File: src/rtl/curs_pkg.sv
package curs_pkg;
  localparam int NREG     = 4;
  localparam int IDX_CTL  = 0;
  localparam int IDX_POS  = 1;
  localparam int IDX_BASE = 2;
  localparam int IDX_CMP  = 3;
  localparam int STAT_OFS = 16;

  typedef struct packed {
    logic full;      // all staged words armed by base write
    logic pos_only;  // position self-armed
    logic ctl_seen;  // control written since last commit
  } arm_state_t;
endpackage

File: src/rtl/curs_addr_dec.sv
module curs_addr_dec
  import curs_pkg::*;
#(
  parameter int ADDR_W = 5
) (
  input  logic              wr_en,
  input  logic              rd_en,
  input  logic [ADDR_W-1:0] addr,
  output logic [NREG-1:0]   wr_vec,
  output logic [NREG-1:0]   rd_vec,
  output logic              rd_stat
);
  localparam logic [ADDR_W-1:0] STAT_ADDR = ADDR_W'(STAT_OFS);

  for (genvar i = 0; i < NREG; i++) begin : g_dec
    localparam logic [ADDR_W-1:0] REG_ADDR = ADDR_W'(i * 4);
    assign wr_vec[i] = wr_en && (addr == REG_ADDR);
    assign rd_vec[i] = rd_en && (addr == REG_ADDR);
  end

  assign rd_stat = rd_en && (addr == STAT_ADDR);
endmodule

File: src/rtl/curs_arm_ctrl.sv
module curs_arm_ctrl
  import curs_pkg::*;
(
  input  logic            clk,
  input  logic            rst_n,
  input  logic            vblank,
  input  logic            self_arm_mode,
  input  logic [NREG-1:0] wr_vec,
  output logic            commit_all,
  output logic            commit_pos,
  output logic            pending
);
  arm_state_t st_q, st_d;
  logic       st_en;

  assign commit_all = vblank && st_q.full;
  assign commit_pos = vblank && !st_q.full && st_q.pos_only;
  assign pending    = st_q.full || st_q.pos_only;
  assign st_en      = vblank || (|wr_vec);

  always_comb begin
    st_d = st_q;
    // commit first: this vblank only acts on the state already armed
    if (commit_all || commit_pos) begin
      st_d.full     = 1'b0;
      st_d.pos_only = 1'b0;
      st_d.ctl_seen = 1'b0;
    end
    if (wr_vec[IDX_BASE]) begin
      st_d.full     = 1'b1;
      st_d.pos_only = 1'b0;
    end
    if (wr_vec[IDX_CTL]) begin
      st_d.full     = 1'b0;
      st_d.pos_only = 1'b0;
      st_d.ctl_seen = 1'b1;
    end
    if (wr_vec[IDX_CMP]) begin
      st_d.full     = 1'b0;
      st_d.pos_only = 1'b0;
    end
    if (wr_vec[IDX_POS]) begin
      st_d.full     = 1'b0;
      st_d.pos_only = self_arm_mode && !st_d.ctl_seen;
    end
  end

  always_ff @(posedge clk or negedge rst_n) begin
    if (!rst_n) begin
      st_q <= '0;
    end else if (st_en) begin
      st_q <= st_d;
    end
  end
endmodule

File: src/rtl/curs_reg_bank.sv
module curs_reg_bank
  import curs_pkg::*;
#(
  parameter int DATA_W = 32
) (
  input  logic                          clk,
  input  logic                          rst_n,
  input  logic [NREG-1:0]               wr_vec,
  input  logic [DATA_W-1:0]             wdata,
  input  logic                          commit_all,
  input  logic                          commit_pos,
  output logic [NREG-1:0][DATA_W-1:0]   live_q
);
  logic [NREG-1:0][DATA_W-1:0] stage_q;

  for (genvar i = 0; i < NREG; i++) begin : g_word
    logic              stage_en;
    logic              live_en;
    logic [DATA_W-1:0] stage_d;
    logic [DATA_W-1:0] live_d;

    assign stage_en = wr_vec[i];
    assign stage_d  = wdata;
    assign live_d   = stage_q[i];

    if (i == IDX_POS) begin : g_pos
      assign live_en = commit_all || commit_pos;
    end else begin : g_other
      assign live_en = commit_all;
    end

    always_ff @(posedge clk or negedge rst_n) begin
      if (!rst_n) begin
        stage_q[i] <= '0;
      end else if (stage_en) begin
        stage_q[i] <= stage_d;
      end
    end

    always_ff @(posedge clk or negedge rst_n) begin
      if (!rst_n) begin
        live_q[i] <= '0;
      end else if (live_en) begin
        live_q[i] <= live_d;
      end
    end
  end
endmodule

File: src/rtl/curs_rd_port.sv
module curs_rd_port
  import curs_pkg::*;
#(
  parameter int DATA_W = 32
) (
  input  logic                        clk,
  input  logic                        rst_n,
  input  logic                        rd_en,
  input  logic [NREG-1:0]             rd_vec,
  input  logic                        rd_stat,
  input  logic [NREG-1:0][DATA_W-1:0] live_q,
  input  logic                        pending,
  output logic [DATA_W-1:0]           rdata
);
  logic [DATA_W-1:0] rd_d;

  always_comb begin
    rd_d = '0;
    for (int i = 0; i < NREG; i++) begin
      if (rd_vec[i]) rd_d = rd_d | live_q[i];
    end
    if (rd_stat) rd_d = rd_d | DATA_W'(pending);
  end

  always_ff @(posedge clk or negedge rst_n) begin
    if (!rst_n) begin
      rdata <= '0;
    end else if (rd_en) begin
      rdata <= rd_d;
    end
  end
endmodule

File: src/rtl/curs_dbuf_bank.sv
module curs_dbuf_bank
  import curs_pkg::*;
#(
  parameter int DATA_W = 32,
  parameter int ADDR_W = 5,
  parameter int POS_W  = 16
) (
  input  logic              clk,
  input  logic              rst_n,
  input  logic              wr_en,
  input  logic              rd_en,
  input  logic [ADDR_W-1:0] addr,
  input  logic [DATA_W-1:0] wdata,
  output logic [DATA_W-1:0] rdata,
  input  logic              vblank,
  input  logic              self_arm_mode,
  output logic [DATA_W-1:0] live_ctrl,
  output logic [POS_W-1:0]  live_pos_x,
  output logic [POS_W-1:0]  live_pos_y,
  output logic [DATA_W-1:0] live_base,
  output logic [DATA_W-1:0] live_cmp,
  output logic              arm_pending
);
  localparam int POS_HI = 2 * POS_W;

  logic [NREG-1:0]             wr_vec;
  logic [NREG-1:0]             rd_vec;
  logic                        rd_stat;
  logic                        commit_all;
  logic                        commit_pos;
  logic [NREG-1:0][DATA_W-1:0] live_q;

  curs_addr_dec #(.ADDR_W(ADDR_W)) u_dec (
    .wr_en   (wr_en),
    .rd_en   (rd_en),
    .addr    (addr),
    .wr_vec  (wr_vec),
    .rd_vec  (rd_vec),
    .rd_stat (rd_stat)
  );

  curs_arm_ctrl u_arm (
    .clk           (clk),
    .rst_n         (rst_n),
    .vblank        (vblank),
    .self_arm_mode (self_arm_mode),
    .wr_vec        (wr_vec),
    .commit_all    (commit_all),
    .commit_pos    (commit_pos),
    .pending       (arm_pending)
  );

  curs_reg_bank #(.DATA_W(DATA_W)) u_bank (
    .clk        (clk),
    .rst_n      (rst_n),
    .wr_vec     (wr_vec),
    .wdata      (wdata),
    .commit_all (commit_all),
    .commit_pos (commit_pos),
    .live_q     (live_q)
  );

  curs_rd_port #(.DATA_W(DATA_W)) u_rd (
    .clk     (clk),
    .rst_n   (rst_n),
    .rd_en   (rd_en),
    .rd_vec  (rd_vec),
    .rd_stat (rd_stat),
    .live_q  (live_q),
    .pending (arm_pending),
    .rdata   (rdata)
  );

  assign live_ctrl  = live_q[IDX_CTL];
  assign live_pos_x = live_q[IDX_POS][POS_W-1:0];
  assign live_pos_y = live_q[IDX_POS][POS_HI-1:POS_W];
  assign live_base  = live_q[IDX_BASE];
  assign live_cmp   = live_q[IDX_CMP];
endmodule

File: config.mk
export PLATFORM = sky130hd
export DESIGN_NAME = curs_dbuf_bank
export DESIGN_NICKNAME = d
export VERILOG_FILES = /design/src/rtl/curs_pkg.sv /design/src/rtl/curs_addr_dec.sv /design/src/rtl/curs_arm_ctrl.sv /design/src/rtl/curs_reg_bank.sv /design/src/rtl/curs_rd_port.sv /design/src/rtl/curs_dbuf_bank.sv
export SDC_FILE = /design/constraint.sdc
export NUM_CORES = 1
export LEC_CHECK = 0
export ABC_AREA = 1
export BUFFER_PORTS_ARGS = -buffer_cell sky130_fd_sc_hd__buf_2
export CAP_MARGIN = 25
export CORE_MARGIN = 10
export CORE_UTILIZATION = 56
export CTS_CLUSTER_DIAMETER = 200
export DETAILED_ROUTE_END_ITERATION = 16
export GPL_ROUTABILITY_DRIVEN = 0
export GPL_TIMING_DRIVEN = 0
export PLACE_DENSITY = 0.8
export SYNTH_ARGS = -nofsm -noshare
export SYNTH_HDL_FRONTEND = slang
export SYNTH_SLANG_ARGS = --single-unit
File: constraint.sdc
create_clock -name clk -period 1.7 [get_ports clk]
set_clock_uncertainty 0.15 [all_clocks]
set_input_delay 0.17 -clock clk [delete_from_list [all_inputs] [get_ports clk]]
set_output_delay 0.17 -clock clk [all_outputs]
set_load 0.1 [all_outputs]
==> results.ini <==
[cells_and_area]
final_cell_mix=nand2_1, dfrtp_1, o21ai_0
nets=1666
n_fill_cell=1442
seq_area_um2=7280
final_cells=1917
final_common_cell=nand2_1
drive_gt1_share_pct=21.0
multi_input_area_um2=3590
area_delta_synth_final_pct=28.2

[grt]
overflow=0
grt_pass1_wl_um=58400
grt_max_degree=128
grt_usage_pct=27.6
grt_pass1_vias=10800
antenna_found_initial=2

[critical_path]
worstSetupPathType=reg2out
worstReg2RegEnd=u_bank.live_q[120]
worstReg2RegStart=u_arm.st_q[2]
ff2ff_path_depth=5
worstSetupEndpointType=output pin
arrival_ps=1380
crit_required_ps=1380
cp-start-kind=flip-flop
cp_max_fo=4
r2r_setup_slack_ps=30

[hold_path]
hold_path_class=in2async

[job]
cap_violations=0

[clock_network]
clk_pin_slew_ps=60
cts_tree=built
cts.path.max_buffers=3
cts_root_buf=clkbuf_16
h-tree-depth=1
clk_latency_ps=530
clkSinkCount=291
cts_made_buffers=29

[sta]
maxSlewViolCount=0
grt_setup_unrepaired=true
worst_pin_slew_ps=803
fmaxAchievable_ghz=0.587
fin_crit_sh_pct=100
setup_tns_ps=-2.80
fin_ws_ps=-2.80
setup_viol=1
max-slew-margin-rel_pct=46.5
period_needed_ps=1700
hold_viol=0

[yosys]
synth-seq-cells=291
netlist.area_leader.share_pct=62.3
syn_avg_cell_area_um2=8.74
synthCells=1338
syn_area_um2=11700
synth_nets=1381
ys_types=17
yosys-top-cells-area=dfrtp_1, nand2_1, o21ai_0, inv_1, nand3_1
yosysSeqAreaShare_pct=62.3
yosysWarnings=0
synth_top_area_cell=dfrtp_1

[detailed_routing]
avgViaCountPerCell=5.59
firstDrtPassIters=5
finalWirelength_um=38400
wire_per_inst_um=20.0
ant_nets=0
drcViolationCount=0
drt_iter0_drc=1142
vias=10700

[place]
port_buffers=203
dp_hpwl_um=25000
dp.cells=1813

[die]
coreArea_um2=20400
die_w_um=165
num_rows=52
start_util_pct=57.4
die_area_um2=27100
dieHeight_um=165
io_pins=204

[power_and_ir_drop]
total_power_mw=27.9
ir_worst_vdd_mv=1.62
p_leak_nw=7.92
powerDensity_nw_per_um2=1860

[run_status]
status=complete, but fails checks
failed_checks=negative setup slack

sequential cells by signal (all words and copies together), names as in the netlist:
name                  count
u_arm.st_q                3
u_bank.g_word.live_d    128
u_bank.live_q           128
u_rd.rdata               32
synthesized netlist by cell type (all sizes together):
cell    instances
clkbuf         31
dfrtp         291
nor2           45
nor3            1
nand3          66
a21oi           1
nand4           5
inv           140
nand2         458
o21ai         257
buf            42
clkinv          1
report_power, final:
part | switching, mW | internal, mW
Clock | 2.72 | 4.28
Combinational | 9.41 | 1.80
Sequential | 1.10 | 8.60
Total | 13.2 | 14.7
worst max-delay path by stage:
stage / startpoint / end / slack [ps]
after floorplan: u_bank.live_q[0] / u_rd.rdata[0] / 160
after global placement: rst_n / u_rd.rdata[17] / -5010
after detailed placement: u_arm.st_q[2] / u_bank.live_q[109] / -240
after CTS: u_arm.st_q[2] / arm_pending / -100
after global routing: u_arm.st_q[1] / arm_pending / -60
final: u_arm.st_q[1] / arm_pending / -3
per-layer routing:
layer | vias to the layer above | GRT usage (%) | routed length (µm)
li1 | 4776 | - | -
met1 | 5146 | 34.4 | 14300
met2 | 669 | 45.0 | 18100
met3 | 125 | 6.97 | 4410
met4 | 0 | 11.7 | 1620
met5 | - | 0 | 0
cells by family after synthesis:
kind of cell	after synthesis	synth area share, %
AND/OR/NAND/NOR	575	19.5
flip-flops	291	62.3
buffers and inverters	214	7.23
AO/OA/AOI/OAI	258	11.0
stage by stage:
step	setup slack (ps)	util [%]	instance area, µm²	hold WS [ps]
2_1_floorplan	159	-	11700	-276
3_3_place_gp	-5010	64.1	13000	272
3_5_place_dp	-236	64.4	13100	42.1
4_1_cts	-99.4	72.3	14700	15.1
5_1_grt	-62.2	73.6	15000	98.2
6_report	-2.80	73.6	15000	30.8
critical path, cell delays in order, from the launching register on:
cell	delay [ps]
dfrtp_1	410
nor2_4	190
inv_2	80
buf_12	160
repair_timing:
action / CTS / global route
buffers inserted: 0 / 6
hold buffers: 42 / 0
gates resized for setup: 62 / 98
gates cloned: 0 / 1
pin swaps: 0 / 3
endpoints found under the setup margin: 166 / 169
endpoints found under the hold margin: 208 / 0
area by class of cell:
cell class                 instances  area share [%]
sequential                       291            48.6
multi-input combinational        833            24.0
timing repair buffer             253            11.9
clock buffer                      40            5.72
inverter                         141            3.53
buffer                            73            2.70
tap                              270            2.25
clock inverter                    13            1.33
timing repair inverter             1          0.0501
antenna                            2          0.0334
Power figures use the tool's default switching activity.
